`src/rtl/regblk_pkg.sv`:
```
package regblk_pkg;

  typedef enum logic {
    XS_IDLE = 1'b0,
    XS_RUN  = 1'b1
  } xfer_state_t;

  typedef struct packed {
    logic discard;
    logic wr;
    logic hi;
  } req_kind_t;

endpackage

```
`src/rtl/regblk_step.sv`:
```
module regblk_step #(
  parameter int AW     = 24,
  parameter int WBYTES = 2
) (
  input  logic [AW-1:0] a_i,
  input  logic          down_i,
  output logic [AW-1:0] a_o
);
  localparam logic [AW-1:0] STEP = AW'(WBYTES);

  assign a_o = down_i ? (a_i - STEP) : (a_i + STEP);
endmodule

```
`src/rtl/regblk_scan.sv`:
```
module regblk_scan #(
  parameter int NREG = 16,
  parameter int IDXW = $clog2(NREG)
) (
  input  logic [NREG-1:0] mask_i,
  output logic            any_o,
  output logic [IDXW-1:0] pos_o,
  output logic [NREG-1:0] low_oh_o
);
  logic [IDXW-1:0] acc [NREG+1];

  assign any_o    = |mask_i;
  assign low_oh_o = mask_i & (~mask_i + NREG'(1));
  assign acc[0]   = '0;

  for (genvar i = 0; i < NREG; i++) begin : g_enc
    assign acc[i+1] = acc[i] | (low_oh_o[i] ? IDXW'(i) : '0);
  end

  assign pos_o = acc[NREG];
endmodule

```
`src/rtl/regblk_xfer_seq.sv`:
```
module regblk_xfer_seq
  import regblk_pkg::*;
#(
  parameter int AW     = 24,
  parameter int NREG   = 16,
  parameter int WBYTES = 2,
  parameter int IDXW   = $clog2(NREG)
) (
  input  logic            clk,
  input  logic            rst,
  input  logic            start,
  input  logic [AW-1:0]   start_addr,
  input  logic [NREG-1:0] sel_mask,
  input  logic            long_sz,
  input  logic            to_regs,
  input  logic            predec,
  input  logic            ack,
  output logic            req_valid,
  output logic [AW-1:0]   req_addr,
  output logic            req_areg,
  output logic [IDXW-2:0] req_rnum,
  output logic            req_hi,
  output logic            req_wr,
  output logic            req_discard,
  output logic            done,
  output logic [AW-1:0]   final_addr
);
  localparam logic [IDXW-1:0] TOP_IDX = IDXW'(NREG - 1);

  xfer_state_t     state_q;
  logic            second_q, predec_q, long_q, toreg_q;
  logic [NREG-1:0] rem_q;
  logic [AW-1:0]   run_q;

  logic            valid_q, done_q;
  logic [AW-1:0]   addr_q, final_q;
  logic [IDXW-1:0] idx_q;
  req_kind_t       kind_q;

  logic            busy, launch, acked;
  logic            cur_predec, cur_long, cur_toreg;
  logic [NREG-1:0] scan_in, scan_oh;
  logic            scan_any;
  logic [IDXW-1:0] scan_pos, reg_idx;
  logic [AW-1:0]   start_back, run_src, run_adv;

  assign busy       = (state_q == XS_RUN);
  assign launch     = !busy && start;
  assign acked      = busy && valid_q && ack;
  assign cur_predec = busy ? predec_q : predec;
  assign cur_long   = busy ? long_q   : long_sz;
  assign cur_toreg  = busy ? toreg_q  : to_regs;
  assign scan_in    = busy ? rem_q    : sel_mask;

  regblk_step #(.AW(AW), .WBYTES(WBYTES)) u_step_start (
    .a_i(start_addr), .down_i(1'b1), .a_o(start_back)
  );

  assign run_src = busy ? run_q : (predec ? start_back : start_addr);

  regblk_step #(.AW(AW), .WBYTES(WBYTES)) u_step_run (
    .a_i(run_src), .down_i(cur_predec), .a_o(run_adv)
  );

  regblk_scan #(.NREG(NREG), .IDXW(IDXW)) u_scan (
    .mask_i(scan_in), .any_o(scan_any), .pos_o(scan_pos), .low_oh_o(scan_oh)
  );

  assign reg_idx = cur_predec ? (TOP_IDX - scan_pos) : scan_pos;

  always_ff @(posedge clk) begin
    if (rst) begin
      state_q  <= XS_IDLE;
      second_q <= 1'b0;
      predec_q <= 1'b0;
      long_q   <= 1'b0;
      toreg_q  <= 1'b0;
      rem_q    <= '0;
      run_q    <= '0;
      valid_q  <= 1'b0;
      done_q   <= 1'b0;
      addr_q   <= '0;
      final_q  <= '0;
      idx_q    <= '0;
      kind_q   <= '0;
    end else begin
      done_q <= 1'b0;
      if (launch) begin
        predec_q <= predec;
        long_q   <= long_sz;
        toreg_q  <= to_regs;
        state_q  <= XS_RUN;
      end
      if (acked && second_q) begin
        // second word of a long register: other half, next word address
        addr_q    <= run_src;
        kind_q.hi <= ~kind_q.hi;
        run_q     <= run_adv;
        second_q  <= 1'b0;
      end else if (launch || (acked && !kind_q.discard)) begin
        if (scan_any) begin
          valid_q  <= 1'b1;
          addr_q   <= run_src;
          idx_q    <= reg_idx;
          kind_q   <= '{discard: 1'b0, wr: ~cur_toreg,
                        hi: cur_long & ~cur_predec};
          run_q    <= run_adv;
          second_q <= cur_long;
          rem_q    <= scan_in & ~scan_oh;
        end else if (cur_toreg) begin
          valid_q <= 1'b1;
          addr_q  <= run_src;
          idx_q   <= '0;
          kind_q  <= '{discard: 1'b1, wr: 1'b0, hi: 1'b0};
          run_q   <= run_src;
          rem_q   <= '0;
        end else begin
          valid_q <= 1'b0;
          addr_q  <= '0;
          idx_q   <= '0;
          kind_q  <= '0;
          state_q <= XS_IDLE;
          done_q  <= 1'b1;
          final_q <= run_src;
        end
      end else if (acked) begin
        // spare trailing read acknowledged
        valid_q <= 1'b0;
        addr_q  <= '0;
        idx_q   <= '0;
        kind_q  <= '0;
        state_q <= XS_IDLE;
        done_q  <= 1'b1;
        final_q <= run_q;
      end
    end
  end

  assign req_valid   = valid_q;
  assign req_addr    = addr_q;
  assign req_areg    = idx_q[IDXW-1];
  assign req_rnum    = idx_q[IDXW-2:0];
  assign req_hi      = kind_q.hi;
  assign req_wr      = kind_q.wr;
  assign req_discard = kind_q.discard;
  assign done        = done_q;
  assign final_addr  = final_q;
endmodule

```
`config.mk`:
```
export PLATFORM = sky130hd
export DESIGN_NAME = regblk_xfer_seq
export DESIGN_NICKNAME = d
export VERILOG_FILES = /design/src/rtl/regblk_pkg.sv /design/src/rtl/regblk_step.sv /design/src/rtl/regblk_scan.sv /design/src/rtl/regblk_xfer_seq.sv
export SDC_FILE = /design/constraint.sdc
export NUM_CORES = 1
export LEC_CHECK = 0
export BUFFER_PORTS_ARGS = -buffer_cell sky130_fd_sc_hd__buf_2
export CAP_MARGIN = 5
export CORE_AREA = 2 2 88 174
export DETAILED_ROUTE_END_ITERATION = 10
export DIE_AREA = 0 0 90 176
export SLEW_MARGIN = 10
export SYNTH_ARGS = -nofsm -noshare
export SYNTH_HDL_FRONTEND = slang
export SYNTH_SLANG_ARGS = --single-unit
```
`constraint.sdc`:
```
create_clock -name clk -period 6.7 [get_ports clk]
set_input_delay 0.67 -clock clk [delete_from_list [all_inputs] [get_ports clk]]
set_output_delay 0.67 -clock clk [all_outputs]
set_load 0.02 [all_outputs]
```
== Word level (Yosys, flattened, before mapping) ==
Cells that the tools add are included.

* Add/subtract/negate cells: 5
* Multipliers: 0
* Div/mod/pow operators: 0
* Order comparisons: 0
* Equality and inequality tests: 2
* Shifts and indexed selects: 0
* Mux-type cells: 60
* Bitwise operators: 23
* Reductions and logical operators: 20

{| class="wikitable"
|+ Operators with widths
! kind !! number
|-
| 24-bit 2-to-1 mux || 16
|-
| 4-bit bitwise OR || 14
|-
| 16-bit 2-to-1 mux || 3
|-
| 4-bit 2-to-1 mux || 12
|-
| 24-bit by 2-bit subtractor with 24-bit output, second input constant || 2
|-
| 16-bit AND || 2
|-
| 16-bit inverter || 2
|-
| 24-bit by 2-bit adder with 24-bit output, second input constant || 1
|-
| 3-bit 2-to-1 mux || 8
|-
| 1-bit 2-to-1 mux || 19
|-
| 16-bit by 1-bit adder with 16-bit output, second input constant || 1
|-
| 16-bit OR reduction || 1
|-
| 2-bit AND reduction || 3
|-
| 2-bit nonzero test || 3
|-
| 3-bit nonzero test || 2
|-
| 1-bit logical AND || 5
|-
| 2-bit 2-to-1 mux || 2
|-
| 2-bit inequality test, second input constant || 2
|-
| 1-bit inverter || 4
|-
| 4-bit AND reduction || 1
|-
| 4-bit subtractor, first input constant || 1
|-
| 3-bit AND reduction || 1
|-
| 1-bit logical NOT || 2
|-
| 2-bit OR reduction || 1
|-
| other kinds (2) || 2
|}

* Flip-flop bits (word level): 102
* Bits in latches: 0
* Memory bits (writable): 0
* ROM bits: 0
* Bits of input ports: 47
* Output and inout bits: 57
* Word-level logic and storage cells: 125
* Memories: 0

== Longest topological paths before layout ==
Gate-level depths: netlist (run 1).

* Depth in word-level cells: 23
* Mapped depth: 18
* Gate-level depth less buffers: 18

== By module ==
A second synthesis (run 1) with hierarchy kept.

* Cell total of the unflattened synthesis: 869
* Area, all modules: 7776.2 µm²

{| class="wikitable"
|+ Modules (own cells, without submodules)
! module !! times used !! cells each !! area each (µm²) !! seq. area each (µm²)
|-
| regblk_xfer_seq || 1 || 493 || 5052.3 || 2042.0
|-
| regblk_step at u_step_run || 1 || 166 || 1278.7 || 0.0
|-
| regblk_step at u_step_start || 1 || 152 || 1112.3 || 0.0
|-
| regblk_scan || 1 || 58 || 332.8 || 0.0
|}

== Least setup slack after synthesis (run 1) ==
OpenSTA, ideal clock, no wires.

* Kind: input port to flip-flop
* Start: in predec
* End: reg run_q[23]
* Library setup time: 91 ps
* Data arrival time: 4352 ps
* Data required time: 6609 ps
* Setup slack: 2257 ps
* Cell stages on the path: 15
* Path buffers: 1
* Cell sequence: buf_2 > or3b_1 > nor4_2 > nand2_1 > or4_1 > xor2_1 > o21ai_2 > ha_1 > a21o_1 > a21o_1 > o311ai_1 > and3_1 > nor3_1 > or4_1 > a311oi_1

* Cells in the longest elaborated chain, start to end: 7
* Elaborated cells on any way between the ends: 10
* Those cells by class: add/sub (2); mux (8)

{| class="wikitable"
|+ Ends and longest elaborated chain
! element !! line !! text
|-
| from (decl) || regblk_xfer_seq.sv:16 || <nowiki>input logic predec,</nowiki>
|-
| 24-bit 2-to-1 mux (2 in series) || regblk_xfer_seq.sv:59 || <nowiki>assign run_src = busy ? run_q : (predec ? start_back : start_addr);</nowiki>
|-
| 24-bit by 2-bit adder with 24-bit output / 24-bit by 2-bit subtractor with 24-bit output (equally long branches) || regblk_step.sv:11 || <nowiki>assign a_o = down_i ? (a_i - STEP) : (a_i + STEP);</nowiki>
|-
| 24-bit 2-to-1 mux || regblk_step.sv:11 ||
|-
| 24-bit 2-to-1 mux || regblk_xfer_seq.sv:101 || <nowiki>if (scan_any) begin</nowiki>
|-
| 24-bit 2-to-1 mux || regblk_xfer_seq.sv:100 || <nowiki>end else if (launch || (acked && !kind_q.discard)) begin</nowiki>
|-
| 24-bit 2-to-1 mux * || regblk_xfer_seq.sv:94 || <nowiki>if (acked && second_q) begin</nowiki>
|-
| to (signal assigned) || regblk_xfer_seq.sv:98 || <nowiki>run_q <= run_adv;</nowiki>
|-
| to (signal assigned) || regblk_xfer_seq.sv:107 || <nowiki>run_q <= run_adv;</nowiki>
|-
| to (signal assigned) || regblk_xfer_seq.sv:115 || <nowiki>run_q <= run_src;</nowiki>
|-
| to (decl) || regblk_xfer_seq.sv:33 || <nowiki>logic [AW-1:0] run_q;</nowiki>
|}

Mark *: on every way between the ends. The rest lies on a longest branch, timed or not. The select of a mux whose other input is x is not followed.
A chain may end at the register's enable or synchronous reset.

== Worst setup path in the final report (run 1) ==
* Start: reg state_q (netlist: busy)
* End: reg run_q[16]

* Cells in the longest elaborated chain, start to end: 6
* Elaborated cells on any way between the ends: 22
* Those cells by class: add/sub (2); mux (9); reduce/logical (11)

{| class="wikitable"
|+ Ends and longest elaborated chain
! element !! line !! text
|-
| from (decl) || regblk_xfer_seq.sv:30 || <nowiki>xfer_state_t state_q;</nowiki>
|-
| from (signal assigned) || regblk_xfer_seq.sv:73 || <nowiki>state_q <= XS_IDLE;</nowiki>
|-
| from (signal assigned) || regblk_xfer_seq.sv:92 || <nowiki>state_q <= XS_RUN;</nowiki>
|-
| from (signal assigned) || regblk_xfer_seq.sv:122 || <nowiki>state_q <= XS_IDLE;</nowiki>
|-
| 24-bit 2-to-1 mux / 1-bit logical AND (equally long branches) || regblk_xfer_seq.sv:59, regblk_xfer_seq.sv:49 ||
|-
| 24-bit by 2-bit adder with 24-bit output, or another cell as far along || regblk_step.sv:11 ||
|-
| 24-bit 2-to-1 mux / 1-bit logical AND (equally long branches) || regblk_step.sv:11, regblk_xfer_seq.sv:100 ||
|-
| 24-bit 2-to-1 mux / 1-bit logical OR (equally long branches) || regblk_xfer_seq.sv:101, regblk_xfer_seq.sv:100 ||
|-
| 24-bit 2-to-1 mux / 2-bit nonzero test (equally long branches) || - ||
|-
| 24-bit 2-to-1 mux / 2-bit AND reduction (equally long branches) || - ||
|}

Several ways; a longest one is shown, not always the timed one. The select of a mux whose other input is x is not followed.

==> impl_results.html, run 1 <==
<table>
<tr><th>Metric</th><th>Value</th></tr>
<tr><th colspan="2">Status</th></tr>
<tr><td>Run status</td><td>complete, no violations</td></tr>
<tr><th colspan="2">Floorplan</th></tr>
<tr><td>Ports placed on the boundary</td><td>approximately 100</td></tr>
<tr><td>Die W</td><td>90 µm</td></tr>
<tr><td>Die outline height</td><td>roughly 180 µm</td></tr>
<tr><td>Initial cell density of the core</td><td>between 40% and 50%</td></tr>
<tr><td>Placement row count</td><td>62</td></tr>
<tr><td>Full die area</td><td>around 0.016 mm²</td></tr>
<tr><td>CORE AREA</td><td>0.0144 mm²</td></tr>
<tr><th colspan="2">Clock tree</th></tr>
<tr><td>Number of post-CTS setup repair buffers</td><td>0</td></tr>
<tr><td>Clock root buffer</td><td>clkbuf_16</td></tr>
<tr><td>Number of hold buffers added after cts</td><td>0</td></tr>
<tr><td>Clock latency on the worst-skew pair</td><td>360 ps</td></tr>
<tr><td>PostCTS Resize Cnt</td><td>0</td></tr>
<tr><td>H-tree levels</td><td>3</td></tr>
<tr><td>CTS tree</td><td>built</td></tr>
<tr><td>Worst-path clk slew</td><td>around 70 ps</td></tr>
<tr><td>Num CTS Buffers</td><td>9</td></tr>
<tr><td>Maximum buffer depth of the clock tree</td><td>2</td></tr>
<tr><td>Clock sink count</td><td>between 100 and 150</td></tr>
<tr><th colspan="2">Critical path</th></tr>
<tr><td>Crit path max-delay family</td><td>compound AO/OA/AOI/OAI gates</td></tr>
<tr><td>Worst r2r path cells</td><td>12</td></tr>
<tr><td>CP Capture Type</td><td>flop</td></tr>
<tr><td>Stage delay of the slowest cell on the critical path</td><td>990 ps</td></tr>
<tr><td>Capture point of the worst path</td><td>run_q[16]</td></tr>
<tr><td>Reg-to-reg slack, setup</td><td>1370 ps</td></tr>
<tr><td>Nature of the critical path startpoint</td><td>flop</td></tr>
<tr><td>CP Depth</td><td>12</td></tr>
<tr><td>Cell at the slowest stage of the critical path</td><td>mux2i_1</td></tr>
<tr><td>CP Launch Point</td><td>busy</td></tr>
<tr><td>Crit path cell chain</td><td>mux2i_1 -&gt; inv_1 -&gt; ha_1 -&gt; a31o_2 -&gt; a221o_1 -&gt; and4b_1 -&gt; nor4b_4 -&gt; a21oi_1 -&gt; a221oi_2 -&gt; xnor2_1 -&gt; nand2_1 -&gt; a311oi_1</td></tr>
<tr><td>Crit path arrival time</td><td>approximately 5600 ps</td></tr>
<tr><td>Buffers &amp; Inverters on Critical Path</td><td>1</td></tr>
<tr><td>Setup CP Type</td><td>reg -&gt; reg</td></tr>
<tr><td>Terminus of the critical flop-to-flop path</td><td>run_q[16]</td></tr>
<tr><td>Crit path max fanout</td><td>42</td></tr>
<tr><td>Worst reg2reg startpoint</td><td>busy</td></tr>
<tr><td>Worst endpoint required time</td><td>6960 ps</td></tr>
<tr><th colspan="2">Logic synthesis</th></tr>
<tr><td>Asr flop ratio synth</td><td>0%</td></tr>
<tr><td>Post-synthesis net count</td><td>approximately 900</td></tr>
<tr><td>Count leader, synth</td><td>nor2_1</td></tr>
<tr><td>Ys flop type</td><td>dfxtp_1</td></tr>
<tr><td>Cell taking the most area after synthesis</td><td>dfxtp_1</td></tr>
<tr><td>Largest cells by area after synthesis</td><td>dfxtp_1, nor2_1, nand2_1</td></tr>
<tr><td>Number of library cell types mapped by synthesis</td><td>70</td></tr>
<tr><td>Number of storage elements in the synthesis netlist</td><td>approximately 100</td></tr>
<tr><td>Commonest cells post-synth</td><td>nor2_1, nand2_1, dfxtp_1</td></tr>
<tr><td>Warnings from Yosys</td><td>0</td></tr>
<tr><td>Top-area cell type share of the netlist area</td><td>31.5%</td></tr>
<tr><td>Sequential cell area fraction in the yosys report</td><td>between 30% and 40%</td></tr>
<tr><td>Post-synthesis instance area</td><td>0.00641 mm²</td></tr>
<tr><td>Avg Inst Size Synth</td><td>7.67 µm²</td></tr>
<tr><td>Post-Syn Instances</td><td>836</td></tr>
<tr><td>EDFF count, synth</td><td>0</td></tr>
<tr><th colspan="2">Global routing</th></tr>
<tr><td>Wire length of the first global-routing pass</td><td>31.7 mm</td></tr>
<tr><td>Gr ovfl total</td><td>0</td></tr>
<tr><td>GRT Resource Usage Total</td><td>24.9%</td></tr>
<tr><td>Number of antenna violations at the first check in global routing</td><td>0</td></tr>
<tr><td>Via count of the first global-routing pass</td><td>6,329</td></tr>
<tr><td>Largest net degree at the start of global routing</td><td>68</td></tr>
<tr><th colspan="2">Drt</th></tr>
<tr><td>Via count</td><td>6,428</td></tr>
<tr><td>Final antenna-violating net count</td><td>0</td></tr>
<tr><td>Mean routed wirelength per cell</td><td>18.2 µm</td></tr>
<tr><td>Number of DRC violations after detailed-routing iteration 0</td><td>about 310</td></tr>
<tr><td>Average vias per placed instance</td><td>5.85</td></tr>
<tr><td>Number of remaining DRC errors</td><td>0</td></tr>
<tr><td>DR pass1 iterations</td><td>5</td></tr>
<tr><td>Wirelength, routed</td><td>about 20 mm</td></tr>
<tr><th colspan="2">Place</th></tr>
<tr><td>Final Wtd Congestion</td><td>0.912</td></tr>
<tr><td>Number of buffer cells added on primary ports</td><td>around 100</td></tr>
<tr><td>Placed Cells</td><td>1,084</td></tr>
<tr><td>HPWL after detailed placement</td><td>14.7 mm</td></tr>
<tr><th colspan="2">Timing</th></tr>
<tr><td>Worst slew pin tran</td><td>1150 ps</td></tr>
<tr><td>FMAX</td><td>around 190 MHz</td></tr>
<tr><td>Tmin final</td><td>~5300 ps</td></tr>
<tr><td>Final-report max-slew violation count</td><td>0</td></tr>
<tr><td>RSZ-0062 raised after global routing</td><td>no</td></tr>
<tr><td>Clock skew after layout</td><td>10.1 ps</td></tr>
<tr><td>Count of endpoints failing setup in the final report</td><td>0</td></tr>
<tr><td>Max-slew headroom at the worst pin</td><td>about a fifth</td></tr>
<tr><td>Tcrit/Tclk final</td><td>about four fifths</td></tr>
<tr><td>Total negative setup slack</td><td>0 ps</td></tr>
<tr><td>Final Hold Vio Count</td><td>0</td></tr>
<tr><th colspan="2">Power</th></tr>
<tr><td>Leakage power figure</td><td>3.01 nW</td></tr>
<tr><td>Power per Cell Area</td><td>about 250 mW/mm²</td></tr>
<tr><td>Worst IR drop on VDD</td><td>0.167 mV</td></tr>
<tr><th colspan="2">Cells and area</th></tr>
<tr><td>Post-layout nets</td><td>976</td></tr>
<tr><td>Number of cells in the finished layout apart from fillers</td><td>1,099</td></tr>
<tr><td>FF/Latch Area</td><td>0.00203 mm²</td></tr>
<tr><td>Ant. Diodes</td><td>0</td></tr>
<tr><td># fillers</td><td>roughly 1,500</td></tr>
<tr><td>Fraction of layout cells with a size suffix above 1</td><td>16.9%</td></tr>
<tr><td>Layout area overhead</td><td>13.2%</td></tr>
<tr><td>Area occupied by multi-input gates</td><td>around 0.0041 mm²</td></tr>
<tr><th colspan="2">Hold path</th></tr>
<tr><td>Hold crit path type</td><td>reg -&gt; reg</td></tr>
<tr><th colspan="2">Job</th></tr>
<tr><td>Max Cap Viol</td><td>0</td></tr>
</table>
tightest hold or removal path, cell delays in order (launching register included):
cell	delay, ps
dfxtp_1	320
nand2_1	50
a21oi_1	50
through the flow:
stage	area (µm²)	worst slack [ps]	total power [mW]	util, %	hold slack (ps)
global route	7260	1040	1.90	50.3	497
global placement	6980	1410	1.29	48.3	444
finish	7260	1370	1.80	50.3	468
CTS	7260	1270	1.81	50.3	466
detailed placement	6980	1230	1.29	48.3	456
floorplan	6410	2260	1.13	-	433
cell families after synthesis:
kind of cell,Yosys count,share of synthesized area [%]
simple gates,349,25.0
xor+xnor,40,5.47
buf+inv,66,4.72
mux,11,1.78
fa+ha+maj,26,5.19
compound gates,243,26.3
flops,101,31.5
cell type report:
class,instances,area share [%]
multi-input cells,669,56.4
flip-flops and latches,101,27.9
repair buffers,110,7.83
well taps,192,3.31
clock buffers,9,3.10
clock inverters,6,0.776
inverters,12,0.621
power breakdown:
group | switching [mW] | internal, mW
combinational | 0.360 | 0.222
sequential | 0.0455 | 0.658
clock | 0.258 | 0.258
total | 0.663 | 1.14
how the worst min path moves through the flow:
stage,from,to,slack (ps),depth (start not counted)
2_1_floorplan,long_q,long_q,430,2
6_report,req_addr[0],req_addr[0],470,2
4_1_cts,req_addr[0],req_addr[0],470,2
3_5_place_dp,req_addr[0],req_addr[0],460,2
5_1_grt,toreg_q,toreg_q,500,2
3_3_place_gp,long_q,long_q,440,2
state kept, by name (all words and copies together), names as in the netlist, 4 cells and up:
register	cells
final_addr	24
req_addr	24
run_q	24
rem_q	15
idx_q	4
cell usage in the layout (no fill, tap or decap), drive strengths merged, types with 25 or more instances in the layout:
| cell | synthesis | final |
|---|---|---|
| a21o | 25 | 25 |
| a311oi | 37 | 37 |
| dfxtp | 101 | 101 |
| buf | 20 | 110 |
| a21oi | 47 | 47 |
| ha | 25 | 25 |
| nor2 | 131 | 131 |
| nand2 | 127 | 127 |
| o21ai | 52 | 52 |
layer usage:
metal  global-route usage [%]  up-vias  wire [µm]
met5                        0        -          0
met4                     13.7        0        969
met3                     3.59       53        698
met2                     49.5      154      11100
met1                     24.1     3069       7180
li1                         -     3152          -
Power figures use the tool's default switching activity.
==> inputs of run 2 (changes only) <==
--- a/config.mk
+++ b/config.mk
@@ -10,6 +10,7 @@
 export CORE_AREA = 2 2 88 174
 export DETAILED_ROUTE_END_ITERATION = 10
 export DIE_AREA = 0 0 90 176
+export PLACE_DENSITY = 0.67
 export SLEW_MARGIN = 10
 export SYNTH_ARGS = -nofsm -noshare
 export SYNTH_HDL_FRONTEND = slang
==> constraint.sdc (replaced) <==
create_clock -name clk -period 4.6 [get_ports clk]
set_input_delay 0.46 -clock clk [delete_from_list [all_inputs] [get_ports clk]]
set_output_delay 0.46 -clock clk [all_outputs]
set_load 0.02 [all_outputs]
==> impl_results.html, run 2 (synthesis results as in run 1) <==
<table>
<tr><th>Metric</th><th>Value</th></tr>
<tr><th colspan="2">Critical path</th></tr>
<tr><td>Crit path arrival time</td><td>4320 ps</td></tr>
<tr><td>CP Capture Type</td><td>flop</td></tr>
<tr><td>Worst reg2reg startpoint</td><td>busy</td></tr>
<tr><td>Setup CP Type</td><td>in -&gt; reg</td></tr>
<tr><td>Capture point of the worst path</td><td>run_q[23]</td></tr>
<tr><td>Terminus of the critical flop-to-flop path</td><td>run_q[16]</td></tr>
<tr><td>CP Launch Point</td><td>start_addr[8]</td></tr>
<tr><td>Reg-to-reg slack, setup</td><td>between 700 and 800 ps</td></tr>
<tr><td>Worst r2r path cells</td><td>12</td></tr>
<tr><td>Worst endpoint required time</td><td>4880 ps</td></tr>
<tr><td>Crit path max fanout</td><td>4</td></tr>
<tr><td>Nature of the critical path startpoint</td><td>input pin</td></tr>
<tr><th colspan="2">Drt</th></tr>
<tr><td>Final antenna-violating net count</td><td>0</td></tr>
<tr><td>Mean routed wirelength per cell</td><td>17.6 µm</td></tr>
<tr><td>Via count</td><td>6,447</td></tr>
<tr><td>Average vias per placed instance</td><td>5.69</td></tr>
<tr><td>Number of remaining DRC errors</td><td>0</td></tr>
<tr><td>DR pass1 iterations</td><td>5</td></tr>
<tr><td>Wirelength, routed</td><td>19.9 mm</td></tr>
<tr><td>Number of DRC violations after detailed-routing iteration 0</td><td>373</td></tr>
<tr><th colspan="2">Timing</th></tr>
<tr><td>Tmin final</td><td>4050 ps</td></tr>
<tr><td>Final-report max-slew violation count</td><td>0</td></tr>
<tr><td>Clock skew after layout</td><td>~9.3 ps</td></tr>
<tr><td>Final Hold Vio Count</td><td>0</td></tr>
<tr><td>Tcrit/Tclk final</td><td>87.9%</td></tr>
<tr><td>Max-slew headroom at the worst pin</td><td>33.6%</td></tr>
<tr><td>RSZ-0062 raised after global routing</td><td>no</td></tr>
<tr><td>Worst hold slack</td><td>352 ps</td></tr>
<tr><td>FMAX</td><td>247 MHz</td></tr>
<tr><td>Total negative setup slack</td><td>0 ps</td></tr>
<tr><td>Worst slew pin tran</td><td>between 900 and 1000 ps</td></tr>
<tr><td>Count of endpoints failing setup in the final report</td><td>0</td></tr>
<tr><th colspan="2">Floorplan</th></tr>
<tr><td>CORE AREA</td><td>0.0144 mm²</td></tr>
<tr><td>Die outline height</td><td>approximately 180 µm</td></tr>
<tr><td>Initial cell density of the core</td><td>44.4%</td></tr>
<tr><td>Die W</td><td>90 µm</td></tr>
<tr><td>Ports placed on the boundary</td><td>104</td></tr>
<tr><td>Full die area</td><td>0.0158 mm²</td></tr>
<tr><td>Placement row count</td><td>62</td></tr>
<tr><th colspan="2">Cells and area</th></tr>
<tr><td># fillers</td><td>1,490</td></tr>
<tr><td>Fraction of layout cells with a size suffix above 1</td><td>19.9%</td></tr>
<tr><td>Area occupied by multi-input gates</td><td>0.00410 mm²</td></tr>
<tr><td>Final standard cell utilization of the core</td><td>approximately 52%</td></tr>
<tr><td>Post-layout nets</td><td>around 1,000</td></tr>
<tr><td>FF/Latch Area</td><td>0.00203 mm²</td></tr>
<tr><td>Highest-count cells in the layout ignoring fill and taps</td><td>nor2_1, nand2_1, buf_2</td></tr>
<tr><td>Most common cell after layout, fill and taps aside</td><td>nor2_1</td></tr>
<tr><td>Layout area overhead</td><td>17.8%</td></tr>
<tr><td>Ant. Diodes</td><td>0</td></tr>
<tr><th colspan="2">Hold path</th></tr>
<tr><td>Hold crit path type</td><td>in -&gt; reg</td></tr>
<tr><td>HP Start</td><td>to_regs</td></tr>
<tr><th colspan="2">Clock tree</th></tr>
<tr><td>Clock latency on the worst-skew pair</td><td>~360 ps</td></tr>
<tr><td>Maximum buffer depth of the clock tree</td><td>2</td></tr>
<tr><td>Number of hold buffers added after cts</td><td>0</td></tr>
<tr><td>PostCTS Resize Cnt</td><td>0</td></tr>
<tr><td>Clock root buffer</td><td>clkbuf_16</td></tr>
<tr><td>Number of post-CTS setup repair buffers</td><td>0</td></tr>
<tr><td>Num CTS Buffers</td><td>9</td></tr>
<tr><td>CTS tree</td><td>built</td></tr>
<tr><td>Worst-path clk slew</td><td>~80 ps</td></tr>
<tr><td>Clock sink count</td><td>101</td></tr>
<tr><td>H-tree levels</td><td>3</td></tr>
<tr><th colspan="2">Global routing</th></tr>
<tr><td>GRT Resource Usage Total</td><td>24.7%</td></tr>
<tr><td>Gr ovfl total</td><td>0</td></tr>
<tr><td>Number of antenna violations at the first check in global routing</td><td>0</td></tr>
<tr><td>Wire length of the first global-routing pass</td><td>about 31 mm</td></tr>
<tr><td>Largest net degree at the start of global routing</td><td>56</td></tr>
<tr><td>Via count of the first global-routing pass</td><td>just over 6,000</td></tr>
<tr><th colspan="2">Power</th></tr>
<tr><td>Worst IR drop on VDD</td><td>0.224 mV</td></tr>
<tr><td>Power per Cell Area</td><td>360 mW/mm²</td></tr>
<tr><td>Leakage power figure</td><td>3.19 nW</td></tr>
<tr><th colspan="2">Place</th></tr>
<tr><td>HPWL after detailed placement</td><td>14.7 mm</td></tr>
<tr><td>Number of buffer cells added on primary ports</td><td>approximately 100</td></tr>
<tr><td>Final Wtd Congestion</td><td>0.927</td></tr>
<tr><th colspan="2">Job</th></tr>
<tr><td>Max Cap Viol</td><td>0</td></tr>
<tr><th colspan="2">Status</th></tr>
<tr><td>Run status</td><td>complete, no violations</td></tr>
</table>
-- run 2: final cells by class --
cell class,count,area share (%)
Clock buffer,10,3.17
Clock inverter,6,0.978
Inverter,12,0.597
Multi-Input combinational cell,669,54.3
Sequential cell,101,26.8
Tap cell,192,3.18
Timing Repair Buffer,143,11.0
-- run 2: how the worst min path moves through the flow --
stage	endpoint	slack [ps]	depth (start not counted)
finish	toreg_q	350	3
global route	toreg_q	360	3
CTS	toreg_q	350	3
detailed placement	req_addr[0]	440	2
global placement	long_q	440	2
floorplan	long_q	430	2
-- run 2: metal layers --
metal / wire length (µm) / part of all wire [%] / global-route usage (%)
met4: 966 / 4.8 / 14.0
met3: 620 / 3.1 / 3.24
met1: 7440 / 37 / 25.6
met2: 10900 / 55 / 47.2
met5: 0 / 0 / 0
-- run 2: power breakdown --
part           total, mW  switching (mW)  leakage [nW]  internal (mW)
logic              0.887           0.531          2.21          0.355
clock network      0.812           0.366         0.154          0.446
registers           1.02          0.0634         0.832          0.958
total               2.72           0.960          3.19           1.76
-- run 2: worst max-delay path, stage by stage --
cell	delay [ps]
buf_2	120
or4_1	650
nor4_4	240
nand2_1	140
or4_1	420
xor2_1	170
o21ai_2	140
ha_1	260
a21o_1	170
a21o_1	210
o311ai_1	320
and3_1	230
nor3_1	60
or4_1	500
a311oi_1	240
-- run 2: through the flow --
| stage | area [µm²] | cells | setup slack, ps | power [mW] |
|---|---|---|---|---|
| after global routing | 7550 | 1133 | 327 | 2.87 |
| after CTS | 7550 | 1133 | 572 | 2.74 |
| after floorplan | 6410 | 836 | 246 | 1.65 |
| after detailed placement | 7240 | 1117 | 209 | 1.92 |
| final | 7550 | 1133 | 555 | 2.72 |
| after global placement | 7240 | 1117 | 299 | 1.91 |
